==> src/rtl/itoc_pkg.sv <==
package itoc_pkg;
   typedef enum logic {
      RST_INSTANT = 1'b0,
      RST_EMULATE = 1'b1
   } itoc_rst_e;
endpackage

==> src/rtl/itoc_binner.sv <==
module itoc_binner #(
   parameter int MAG_W    = 16,
   parameter int NUM_BINS = 4,
   localparam int BIN_W   = $clog2(NUM_BINS)
) (
   input  logic [MAG_W-1:0] mag,
   input  logic [MAG_W-1:0] pk,
   output logic             over,
   output logic [BIN_W-1:0] bin
);
   localparam int WIDE_W = MAG_W + NUM_BINS;

   logic [NUM_BINS-1:0] ge;

   assign over  = mag > pk;
   assign ge[0] = 1'b0;

   for (genvar gi = 1; gi < NUM_BINS; gi++) begin : g_thr
      assign ge[gi] = WIDE_W'(mag) >= (WIDE_W'(pk) << gi);
   end

   always_comb begin
      bin = '0;
      for (int i = 1; i < NUM_BINS; i++) begin
         bin = bin + BIN_W'(ge[i]);
      end
   end
endmodule

==> src/rtl/itoc_curve.sv <==
module itoc_curve #(
   parameter int CRV_W    = 2,
   parameter int DIAL_W   = 4,
   parameter int NUM_BINS = 4,
   localparam int BIN_W   = $clog2(NUM_BINS),
   localparam int MAX_SH  = (NUM_BINS - 1) * (2 ** CRV_W),
   localparam int BASE_W  = MAX_SH + 1,
   localparam int INC_W   = BASE_W + DIAL_W + 1
) (
   input  logic [CRV_W-1:0]  crv,
   input  logic [BIN_W-1:0]  bin,
   input  logic [DIAL_W-1:0] dial,
   output logic [INC_W-1:0]  inc
);
   localparam int SH_W = $clog2(MAX_SH + 1);

   logic [SH_W-1:0]   sh;
   logic [BASE_W-1:0] base;
   logic [DIAL_W:0]   mult;

   always_comb begin
      sh   = SH_W'(SH_W'(bin) * (SH_W'(crv) + SH_W'(1)));
      base = BASE_W'(1) << sh;
      mult = (DIAL_W+1)'(2 ** DIAL_W) - (DIAL_W+1)'(dial);
      inc  = INC_W'(base) * INC_W'(mult);
   end
endmodule

==> src/rtl/itoc_integrator.sv <==
module itoc_integrator
   import itoc_pkg::*;
#(
   parameter int ACC_W  = 12,
   parameter int CRV_W  = 2,
   parameter int INC_W  = 18,
   parameter int RST_SH = 2,
   localparam int SUM_W = ACC_W + INC_W + 1,
   localparam logic [ACC_W-1:0] TRIP = {ACC_W{1'b1}}
) (
   input  logic             clk,
   input  logic             rst_n,
   input  logic             vld,
   input  logic             frc,
   input  logic             pick,
   input  itoc_rst_e        mode,
   input  logic [CRV_W-1:0] crv,
   input  logic [INC_W-1:0] inc,
   output logic             pu_q,
   output logic             tmo,
   output logic             rest
);
   logic [ACC_W-1:0] acc_q, acc_up, acc_dn, dec;
   logic [SUM_W-1:0] sum;

   always_comb begin
      sum    = SUM_W'(acc_q) + SUM_W'(inc);
      acc_up = (sum >= SUM_W'(TRIP)) ? TRIP : sum[ACC_W-1:0];
      dec    = (ACC_W'(crv) + ACC_W'(1)) << RST_SH;
      acc_dn = (acc_q > dec) ? acc_q - dec : '0;
   end

   always_ff @(posedge clk or negedge rst_n) begin
      if (!rst_n) begin
         acc_q <= '0;
         pu_q  <= 1'b0;
      end else if (frc) begin
         acc_q <= '0;
         pu_q  <= 1'b0;
      end else if (vld) begin
         pu_q <= pick;
         if (pick)                    acc_q <= acc_up;
         else if (mode == RST_EMULATE) acc_q <= acc_dn;
         else                          acc_q <= '0;
      end
   end

   assign tmo  = pu_q && (acc_q == TRIP);
   assign rest = (acc_q == '0);
endmodule

==> src/rtl/itoc_element.sv <==
module itoc_element
   import itoc_pkg::*;
#(
   parameter int MAG_W    = 16,
   parameter int ACC_W    = 12,
   parameter int DIAL_W   = 4,
   parameter int CRV_W    = 2,
   parameter int NUM_BINS = 4,
   parameter int RST_SH   = 2
) (
   input  logic              clk,
   input  logic              rst_n,
   input  logic              smp_vld,
   input  logic [MAG_W-1:0]  cur_mag,
   input  logic [MAG_W-1:0]  pk_set,
   input  logic [CRV_W-1:0]  crv_sel,
   input  logic [DIAL_W-1:0] dial_set,
   input  logic              rst_mode,
   input  logic              torque_en,
   input  logic              force_rest,
   output logic              pickup_o,
   output logic              timed_out_o,
   output logic              rest_done_o
);
   localparam int BIN_W  = $clog2(NUM_BINS);
   localparam int MAX_SH = (NUM_BINS - 1) * (2 ** CRV_W);
   localparam int INC_W  = MAX_SH + 1 + DIAL_W + 1;

   initial begin
      assert (NUM_BINS >= 2) else $error("NUM_BINS must be at least 2");
      assert (ACC_W >= 4)    else $error("ACC_W too small");
      assert (RST_SH < ACC_W) else $error("RST_SH must be below ACC_W");
   end

   logic             over, pick;
   logic [BIN_W-1:0] bin;
   logic [INC_W-1:0] inc;

   itoc_binner #(.MAG_W(MAG_W), .NUM_BINS(NUM_BINS)) u_bin (
      .mag (cur_mag),
      .pk  (pk_set),
      .over(over),
      .bin (bin)
   );

   itoc_curve #(.CRV_W(CRV_W), .DIAL_W(DIAL_W), .NUM_BINS(NUM_BINS)) u_crv (
      .crv (crv_sel),
      .bin (bin),
      .dial(dial_set),
      .inc (inc)
   );

   assign pick = over && torque_en;

   itoc_integrator #(.ACC_W(ACC_W), .CRV_W(CRV_W), .INC_W(INC_W), .RST_SH(RST_SH)) u_int (
      .clk  (clk),
      .rst_n(rst_n),
      .vld  (smp_vld),
      .frc  (force_rest),
      .pick (pick),
      .mode (itoc_rst_e'(rst_mode)),
      .crv  (crv_sel),
      .inc  (inc),
      .pu_q (pickup_o),
      .tmo  (timed_out_o),
      .rest (rest_done_o)
   );
endmodule

==> config.mk <==
export PLATFORM = sky130hd
export DESIGN_NAME = itoc_element
export DESIGN_NICKNAME = d
export VERILOG_FILES = /design/src/rtl/itoc_pkg.sv /design/src/rtl/itoc_binner.sv /design/src/rtl/itoc_curve.sv /design/src/rtl/itoc_integrator.sv /design/src/rtl/itoc_element.sv
export SDC_FILE = /design/constraint.sdc
export NUM_CORES = 1
export LEC_CHECK = 0
export BUFFER_PORTS_ARGS = -buffer_cell sky130_fd_sc_hd__buf_4
export CORE_UTILIZATION = 55
export CTS_BUF_LIST = sky130_fd_sc_hd__clkbuf_16
export DETAILED_ROUTE_END_ITERATION = 8
export PLACE_DENSITY = 0.87
export REMOVE_ABC_BUFFERS = 1
export SLEW_MARGIN = 10
export SYNTH_ARGS = -nofsm -noshare
export SYNTH_HDL_FRONTEND = slang
export SYNTH_SLANG_ARGS = --single-unit
==> constraint.sdc <==
create_clock -name clk -period 5.9 [get_ports clk]
set_clock_uncertainty 0.05 [all_clocks]
set_input_delay 0.885 -clock clk [delete_from_list [all_inputs] [get_ports clk]]
set_output_delay 0.885 -clock clk [all_outputs]
set_load 0.1 [all_outputs]
==> results of run 1 <==
[cells in the final DEF, fill, tap and decap left out, drive strengths merged, types with 9 or more instances in the layout]
cell type	synthesis	final
buf	3	195
inv	108	109
ha	94	94
nor2	78	78
fa	48	48
nand2	45	45
a21oi	26	26
o21ai	25	25
nor3	19	19
dfrtp	13	13
nand3	13	13
a21o	11	11
nand4	11	11
o21a	10	10
xor2	10	10
a31oi	9	9
[synthesized netlist by cell type (4+ instances only)]
master,instances
a221o_1,7
dfrtp_1,13
xnor2_1,7
inv_1,108
a21o_1,11
nand4_1,11
a31oi_1,9
nand2b_1,4
o21ai_0,22
and3_1,4
nand2_1,45
nor3_1,17
a21oi_1,24
nor2b_1,8
xor2_1,10
fa_1,48
nand3_1,13
nor2_1,78
o211ai_1,4
a22o_1,5
ha_1,94
o21a_1,10
nor4_1,5
[worst paths after layout]
check,from,endpoint,slack [ps],cells after the start
max in group asynchronous,rst_n,u_int.acc_q[3]$_DFFE_PN0P_,5190,1
min in group clk,u_int.pu_q$_DFFE_PN0P_,u_int.pu_q$_DFFE_PN0P_,520,2
hold reg to reg,u_int.pu_q$_DFFE_PN0P_,u_int.pu_q$_DFFE_PN0P_,520,2
hold / removal,rst_n,u_int.acc_q[11]$_DFFE_PN0P_,420,1
setup / recovery,pk_set[0],u_int.acc_q[3]$_DFFE_PN0P_,-2820,35
setup reg to reg,u_int.acc_q[8]$_DFFE_PN0P_,u_int.acc_q[3]$_DFFE_PN0P_,1040,17
[state kept, by name (all words and copies together), names as in the netlist]
| signal | count |
|---|---|
| u_int.pu_q | 1 |
| u_int.acc_q | 12 |
[stage by stage]
stage	hold slack (ps)	cell area [µm²]	setup WS, ps	instances	power [W]
floorplan	477.8	4937	-2728	617	0.0006897
global placement	467.1	6361	-2721	895	0.0009986
detailed placement	485.0	6361	-2923	895	0.001032
CTS	430.5	7058	-2176	916	0.001243
global route	433.8	7357	-2946	925	0.001442
finish	424.5	7357	-2819	925	0.001375
[logic make-up (layout without fill, tap and decap cells)]
group           Yosys count  in the layout  share of synthesized area
compound gates          130            130                     0.1895
xor+xnor                 17             17                    0.02994
buf+inv                 115            309                    0.08933
simple gates            205            205                     0.1940
mux                       1              1                   0.002013
flops                    13             13                    0.06542
fa+ha+maj               142            142                     0.4298
[what timing repair did]
item | CTS | global route
setup buffers | 15 | 10
gates resized for setup | 112 | 50
endpoints found under the hold margin | 0 | 0
setup endpoints to repair | 12 | 12
pin swaps | 82 | 60
gates cloned | 2 | 0
[routing by layer]
metal,vias up,track usage,routed length (µm)
li1,2555,-,-
met1,2822,0.4202,6647
met2,501,0.6945,9795
met3,219,0.06043,2104
met4,0,0.2778,2121
met5,-,0,0
[area by class of cell]
type | count | share of cell area
inverter | 109 | 0.05595
clock buffer | 3 | 0.01020
clock inverter | 1 | 0.0005102
timing repair buffer | 196 | 0.2107
multi-input combinational | 495 | 0.6600
tap | 108 | 0.01837
sequential | 13 | 0.04422
[where the power goes]
part	switching (W)	total, W	leakage, nW	internal [W]
Combinational	0.000609	0.00107	3.46	0.000456
Clock	0.0000414	0.000131	0.0423	0.0000897
Sequential	0.0000657	0.000178	0.178	0.000112
Total	0.000716	0.00137	3.68	0.000658
==> results.tsv, run 1 <==
stage	metric	value	unit
run_status	status	complete, but fails checks	
run_status	failed_checks	negative setup slack	
job	maxCapViolations	0	
setup_path	cp_top_family	adder cells	
timing	rsz0062_at_grt	yes	
yosys	ys_warn_count	0	
drt	ant_nets	0	
drt	vias_per_cell	6.591	
yosys	syn_area	4972	µm²
floorplan	die_h	97.08	µm
global_routing	antenna_found_initial	0	
clock_network	clockBufferDepth	2	
yosys	ys_types	66	
floorplan	fp.dieArea	9425	µm²
floorplan	num_io_pins	47	
global_routing	grt_use_total	0.3902	
placement	hpwl	12.71	mm
timing	hold_violations	0	
final_layout	diodes	0	
pwr	powerDensity	186.9	nW/µm²
setup_path	crit_arrival	8790	ps
drt	totalWireLength	20.67	mm
timing	fin_setup_tns	-33010	ps
setup_path	cpMostUsedCell	buf_6	
clock_network	cts_hold_buf	0	
setup_path	worstPathRequired	5970	ps
timing	min_period	8719	ps
setup_path	slowest_delay	590	ps
timing	setup_slack	-2819	ps
setup_path	worstPathMaxFanout	6	
yosys	ys_seq_area_frac	0.06543	
yosys	synth_top_area_share	0.2365	
timing	setup_viol	12	
clock_network	cts.sinks	13	
yosys	synth_edf_count	0	
clock_network	cts_made_buffers	3	
yosys	ys_seq_elements	13	
floorplan	initial_core_util	0.5702	
clock_network	clk_pin_slew	50	ps
final_layout	syn2layout_area_growth	47.96	%
placement	gp_congestion	0.9818	
final_layout	fillers	418	
yosys	synth_top_area_cell	ha_1	
floorplan	num_rows	34	
clock_network	cts_tree	built	
yosys	synth_area_per_cell	7.981	µm²
yosys	syn_inst	623	
clock_network	cts_root_buf	clkbuf_16	
drt	drc	0	
drt	firstDrtPassIters	6	
final_layout	drive_gt1_frac	0.3843	
timing	drv_slew	0	
clock_network	cts_htree_levels	1	
drt	vias	6097	
timing	maxSlewHeadroom	0.1448	
final_layout	fin_util	0.8436	
clock_network	insertion_delay	250	ps
min_path	min_path_type	in2async	
timing	timing.fmax	0.1147	GHz
setup_path	crit_type	in2reg	
final_layout	multiInputGateArea	4856	µm²
pwr	max-vdd-ir-drop	0.1922	mV
yosys	synth_flop_cell	dfrtp_1	
global_routing	gr-total-overflow	0	
global_routing	grt_pass1_vias	6335	
final_layout	seq_area	325.3	µm²
timing	tightest_slew	1279	ps
setup_path	critPathLaunchType	primary input	
setup_path	endpoint_kind	flop	
yosys	async_flop_share	1.000	
floorplan	dieWidth	97.08	µm
drt	wl_per_cell	22.34	µm
global_routing	grt_pass1_wl	29.80	mm
timing	min_period_over_period	1.478	
global_routing	grt_start_max_net_pins	14	
placement	portBuffers	46	
setup_path	cp_slowest_cell	fa_2	
drt	drt_iter0_drc	701	
final_layout	fin_nets	1004	
pwr	power_leakage	3.682	nW
yosys	netlist_top_cells_area	ha_1, fa_1, inv_1, dfrtp_1, nor2_1	
setup_path	path_buf_inv	6	
floorplan	coreArea	8721	µm²
Note: power is estimated with default switching activity, not from simulation.
==> run 2, diff against run 1 <==
Settings changed: RECOVER_POWER from default to 25.
==> run 2 against run 1 <==
Effect of this change: the run still ends with negative setup slack left; critical path depth did not move; final area barely moved; final cell count unchanged; count of clock-buffer cells in the layout did not move; sequential share of layout area hardly changed; hold slack better by 87 ps; setup slack improved by 14 ps; non-clock buffer count is the same; global-route usage unchanged; sequential power is essentially flat; maximum frequency is 0.16% higher; combinational power is essentially flat.
==> results.tsv, run 2 (same netlist as run 1, synthesis figures left out) <==
stage	metric	value	unit	change
run_status	status	complete, but fails checks		
run_status	failed_checks	negative setup slack		
setup_path	cpMostUsedCell	buf_6		
clock_network	cts.sinks	13		unchanged
final_layout	diodes	0		unchanged
final_layout	largest_register_ffs	12		unchanged
placement	placed_area	6361	µm²	unchanged
setup_path	worstPathMaxFanout	6		unchanged
setup_path	slowest_delay	590	ps	about the same
timing	timing.fmax	0.1149	GHz	+0.16%
floorplan	fp.dieArea	9425	µm²	unchanged
pwr	max-vdd-ir-drop	0.1928	mV	+0.36%
timing	rsz0062_at_grt	yes		
clock_network	cts_htree_levels	1		unchanged
timing	setup_viol	12		unchanged
drt	ant_nets	0		unchanged
drt	drc	0		unchanged
clock_network	cts_made_buffers	3		unchanged
setup_path	worstPathRequired	5970	ps	about the same
drt	firstDrtPassIters	6		unchanged
timing	min_period_over_period	1.475		-0.002427
final_layout	regMostFlops	u_int.acc_q		
clock_network	clockBufferDepth	2		unchanged
final_layout	final_cells	925		unchanged
floorplan	dieWidth	97.08	µm	unchanged
floorplan	die_h	97.08	µm	unchanged
min_path	min_path_type	reg2reg		
placement	dp_slack	-2923	ps	unchanged
final_layout	final_area	7353	µm²	about the same
drt	totalWireLength	20.72	mm	+0.23%
global_routing	gr-total-overflow	0		unchanged
global_routing	grt_use_total	0.3902		unchanged
timing	maxSlewHeadroom	0.1162		-0.02855
job	maxCapViolations	0		unchanged
timing	tightest_slew	1321	ps	+42.68 ps
placement	hpwl	12.71	mm	unchanged
final_layout	fin_nets	1004		unchanged
setup_path	endpoint_kind	flop		
setup_path	cp_slowest_cell	fa_2		
timing	drv_slew	0		unchanged
clock_network	cts_root_buf	clkbuf_16		
timing	hold_violations	0		unchanged
placement	dp_cells	895		unchanged
final_layout	fillers	420		+0.48%
final_layout	top_regs	u_int.acc_q x12, u_int.pu_q x1		
setup_path	crit_arrival	8780	ps	about the same
pwr	power.total	0.001376	W	about the same
drt	vias	6085		-0.20%
final_layout	layout_commonest_cell	buf_4		
final_layout	drive_gt1_frac	0.3831		-0.001224
floorplan	coreArea	8721	µm²	unchanged
pwr	powerDensity	187.1	nW/µm²	+0.11%
clock_network	clk_pin_slew	40	ps	about the same
setup_path	critPathLaunchType	primary input		
setup_path	crit_type	in2reg		
floorplan	initial_core_util	0.5702		unchanged
placement	gp_congestion	0.9818		unchanged
clock_network	insertion_delay	250	ps	about the same
drt	wl_per_cell	22.39	µm	+0.23%
global_routing	grt_start_max_net_pins	14		unchanged
drt	vias_per_cell	6.578		-0.20%
final_layout	syn2layout_area_growth	47.89	%	about the same
timing	min_period	8704	ps	-14.32 ps
placement	portBuffers	46		unchanged
global_routing	antenna_found_initial	0		unchanged
timing	whs	511.2	ps	+86.70 ps
global_routing	grt_pass1_wl	29.80	mm	unchanged
floorplan	num_io_pins	47		unchanged
timing	setup_slack	-2804	ps	+14.32 ps
drt	drt_iter0_drc	615		-12%
final_layout	layout_common_cells	buf_4, inv_1, ha_1, nor2_1, fa_1		
clock_network	cts_tree	built		
pwr	power_leakage	3.679	nW	about the same
floorplan	num_rows	34		unchanged
global_routing	grt_pass1_vias	6335		unchanged
==> run 2: metal layers <==
layer  vias up  global-route usage  part of all wire
met5         -                   0                 0
met4         0              0.2778              0.10
met1      2810              0.4202              0.32
met2       498              0.6945              0.47
met3       215             0.06043             0.098
li1       2562                   -                 -
==> run 2: worst max-delay path, delay by kind of cell <==
family	cells	cell delay, ps
adders and majority gates	8	3230
AOI/OAI and AO/OA	14	2480
and+or+nand+nor	5	990
buffers and inverters	6	710
xor gates and xnor gates	1	240
muxes	1	220
==> run 2: cell type report <==
| cell class | count | area, µm² | share of cell area |
|---|---|---|---|
| Clock buffer | 3 | 75.07 | 0.01021 |
| Timing Repair Buffer | 196 | 1546 | 0.2103 |
| Sequential cell | 13 | 325.3 | 0.04424 |
| Multi-Input combinational cell | 495 | 4856 | 0.6604 |
| Tap cell | 108 | 135.1 | 0.01838 |
| Clock inverter | 1 | 3.754 | 0.0005105 |
| Inverter | 109 | 411.6 | 0.05598 |
==> run 2: metrics by stage <==
step | TNS (ps) | utilization
after floorplan | -31920 | -
after global placement | -31970 | 0.7294
after detailed placement | -34420 | 0.7294
after CTS | -25720 | 0.8093
after global routing | -34280 | 0.8432
final | -32840 | 0.8432
==> run 2: where the power goes <==
group | total [W] | internal (W) | switching (W)
Combinational | 0.00106 | 0.000456 | 0.000608
Sequential | 0.000179 | 0.000112 | 0.0000670
Clock | 0.000133 | 0.0000898 | 0.0000429
==> run 2: final timing paths <==
check                                      startpoint                          end  slack [ps]  depth (start not counted)
min                            u_int.pu_q$_DFFE_PN0P_       u_int.pu_q$_DFFE_PN0P_         510                          2
max reg2reg                u_int.acc_q[8]$_DFFE_PN0P_   u_int.acc_q[3]$_DFFE_PN0P_        1020                         17
max in group asynchronous                       rst_n   u_int.acc_q[2]$_DFFE_PN0P_        4670                          1
max                                         pk_set[0]   u_int.acc_q[3]$_DFFE_PN0P_       -2800                         35
min in group asynchronous                       rst_n  u_int.acc_q[11]$_DFFE_PN0P_         630                          1
min reg2reg                    u_int.pu_q$_DFFE_PN0P_       u_int.pu_q$_DFFE_PN0P_         510                          2
==> run 2: repair_timing <==
item,CTS,global route
hold buffers,0,0
gates resized for setup,112,50
pin swaps,82,60
endpoints found under the setup margin,12,12
buffers inserted,15,10
cloned,2,0
==> run 3, diff against run 2 <==
Settings changed: SYNTH_HIERARCHICAL from default to 1.
==> run 3 against run 2 <==
Effect of this change: the flow still finishes with violations (negative setup slack); sequential power is 30% lower; register-to-register slack better by 1900 ps; global-route usage is 0.52 points higher; critical path depth is 2 lower; clock power hardly changed; final cell count is 4.8% higher; core utilization is 2.6 points lower; critical endpoint is now u_int/acc_q[1]$_DFFE_PN0P_; largest power group unchanged; highest routed layer is now met5.
==> results.tsv, run 3 <==
stage	metric	value	unit	change
yosys	ys_seq_elements	13		unchanged
yosys	yosys-top-cells-count	ha_1, nor2_1, inv_1, a21oi_1, nand2_1		
floorplan	die_h	99.04	µm	+2.0%
timing	hold_violations	0		unchanged
timing	tightest_slew	797.9	ps	-523.3 ps
setup_path	endpoint_kind	flop		
final_layout	syn2layout_area_growth	45.06	%	
timing	min_period_over_period	1.500		+0.02507
setup_path	path_buf_inv	5		-1
setup_path	crit_cells	33		-5.7%
setup_path	crit_arrival	8930	ps	+150 ps
final_layout	regMostFlops	u_int/acc_q		
timing	rsz0062_at_grt	yes		
pwr	power_leakage	3.780	nW	+2.8%
timing	timing.fmax	0.1130	GHz	-1.7%
drt	wl_per_cell	21.73	µm	-3.0%
floorplan	coreArea	9196	µm²	+5.5%
setup_path	cp_top_family	adder cells		
drt	drc	0		unchanged
clock_network	cts.sinks	13		unchanged
global_routing	grt_use_total	0.3954		+0.005230
setup_path	worstPathRequired	5980	ps	about the same
final_layout	largest_register_ffs	12		unchanged
yosys	ys_warn_count	6		+6
setup_path	slowest_delay	580	ps	about the same
setup_path	cpMostUsedCell	fa_1		
clock_network	clk_pin_slew	50	ps	about the same
setup_path	r2r_setup_slack	2930	ps	+1910 ps
drt	ant_nets	0		unchanged
setup_path	ff2ff_path_depth	10		-7
yosys	async_flop_share	1.000		unchanged
floorplan	num_rows	35		+2.9%
timing	whs	561.9	ps	+50.70 ps
final_layout	fin_nets	1042		+3.8%
clock_network	insertion_delay	250	ps	about the same
setup_path	worstPathMaxFanout	4		-2
floorplan	dieWidth	99.04	µm	+2.0%
final_layout	diodes	0		unchanged
drt	vias	6405		+5.3%
min_path	hold_depth	1		-1
floorplan	initial_core_util	0.5631		-0.007029
final_layout	fillers	536		+28%
timing	min_period	8852	ps	+147.9 ps
pwr	power.total	0.0009092	W	-34%
yosys	synth_top_area_share	0.2464		+0.009899
global_routing	grt_pass1_wl	30.87	mm	+3.6%
final_layout	layout_commonest_cell	buf_4		
yosys	syn_inst	652		+4.7%
global_routing	met3_usage	0.07234		+0.01191
yosys	ys_seq_area_frac	0.06282		-0.002608
setup_path	crit_type	in2reg		
final_layout	drive_gt1_frac	0.3788		-0.004321
clock_network	cts_root_buf	clkbuf_16		
pwr	powerDensity	121.0	nW/µm²	-35%
global_routing	use_met2	0.7197		+0.02527
yosys	synth_edf_count	0		unchanged
timing	maxSlewHeadroom	0.4681		+0.3519
placement	dp_slack	-3243	ps	-319.9 ps
final_layout	layout_common_cells	buf_4, ha_1, nor2_1, inv_1, a21oi_1		
yosys	netlist_top_cells_area	ha_1, fa_1, dfrtp_1, nor2_1, inv_1		
clock_network	cts_made_buffers	3		unchanged
drt	vias_per_cell	6.610		+0.48%
timing	setup_viol	12		unchanged
job	maxCapViolations	0		unchanged
global_routing	gr-total-overflow	0		unchanged
placement	hpwl	13.47	mm	+6.0%
timing	setup_slack	-2952	ps	-147.9 ps
yosys	ys_types	65		-1.5%
drt	firstDrtPassIters	8		+2
timing	drv_slew	0		unchanged
yosys	synth.most_common_cell	ha_1		
yosys	synth_area_per_cell	7.943	µm²	-0.48%
global_routing	met1_usage	0.4210		+0.0007764
drt	drt_iter0_drc	755		+23%
global_routing	antenna_found_initial	0		unchanged
drt	totalWireLength	21.06	mm	+1.7%
floorplan	fp.dieArea	9808	µm²	+4.1%
run_status	status	complete, but fails checks		
yosys	synth_flop_cell	dfrtp_1		
min_path	min_path_type	reg2reg		
global_routing	busiest_layer	met2		
final_layout	fin_util	0.8169		-0.02631
yosys	synth_top_area_cell	ha_1		
clock_network	cts_tree	built		
final_layout	top_regs	u_int/acc_q x12, u_int/pu_q x1		
setup_path	critPathLaunchType	primary input		
placement	gp_congestion	1.023		+4.2%
pwr	max-vdd-ir-drop	0.1144	mV	-41%
global_routing	grt_start_max_net_pins	20		+6
floorplan	num_io_pins	47		unchanged
run_status	failed_checks	negative setup slack		
clock_network	clockBufferDepth	2		unchanged
global_routing	grt_pass1_vias	6672		+5.3%
setup_path	cp_slowest_cell	fa_2		
clock_network	cts_htree_levels	1		unchanged
yosys	syn_area	5179	µm²	+4.2%
placement	portBuffers	46		unchanged
## run 3: kinds of logic after synthesis
family | Yosys count | synth area share
mux | 2 | 0.003866
simple gates | 224 | 0.2184
compound gates | 159 | 0.2063
buf+inv | 82 | 0.06330
xor+xnor | 33 | 0.05581
flops | 13 | 0.06282
fa+ha+maj | 139 | 0.3895
## run 3: final timing paths
kind / endpoint / startpoint
max in group asynchronous: u_int/acc_q[1]$_DFFE_PN0P_ / rst_n
setup / recovery: u_int/acc_q[1]$_DFFE_PN0P_ / pk_set[12]
setup reg to reg: u_int/acc_q[1]$_DFFE_PN0P_ / u_int/acc_q[2]$_DFFE_PN0P_
min in group asynchronous: u_int/acc_q[2]$_DFFE_PN0P_ / rst_n
hold / removal: u_int/acc_q[0]$_DFFE_PN0P_ / u_int/acc_q[0]$_DFFE_PN0P_
hold reg to reg: u_int/acc_q[0]$_DFFE_PN0P_ / u_int/acc_q[0]$_DFFE_PN0P_
## run 3: cell type report
class | instances | area [µm²] | area share
timing repair buffer | 217 | 1672 | 0.2225
clock buffer | 3 | 75.07 | 0.009993
clock inverter | 1 | 3.754 | 0.0004997
sequential | 13 | 325.3 | 0.04330
tap | 111 | 138.9 | 0.01849
inverter | 66 | 257.7 | 0.03431
multi-input combinational | 558 | 5040 | 0.6709
## run 3: routing by layer
metal | up-vias | wire, µm
li1 | 2744 | -
met1 | 2956 | 7031
met2 | 505 | 10090
met3 | 198 | 2112
met4 | 2 | 1785
met5 | - | 43
## run 3: worst register-to-register path, cell delays in order (launching register included)
cell and delay [ps]:
dfrtp_1 510, inv_1 80, ha_1 230, fa_1 430, nor2b_1 330, nor4_2 120
o21ai_1 250, and2_4 250, or2b_1 260, a21oi_1 220, a21o_1 170
## run 3: timing repair
action | CTS | global route
gates resized for setup | 86 | 35
setup endpoints to repair | 12 | 12
hold buffers | 0 | 0
gates cloned | 1 | 0
pin swaps | 58 | 26
buffers inserted | 15 | 8
## run 3: where the power goes
| part | leakage [nW] | switching (W) | internal (W) |
|---|---|---|---|
| sequential | 0.177 | 0.0000259 | 0.0000987 |
| combinational | 3.56 | 0.000369 | 0.000285 |
| clock | 0.0423 | 0.0000408 | 0.0000897 |
| total | 3.78 | 0.000436 | 0.000473 |
## run 3: stage by stage
step | cells | setup TNS (ps) | cell area, µm²
detailed placement | 941 | -38590 | 6694
global route | 969 | -38880 | 7512
floorplan | 636 | -33390 | 5099
global placement | 941 | -35720 | 6694
finish | 969 | -34970 | 7512
CTS | 961 | -28340 | 7278
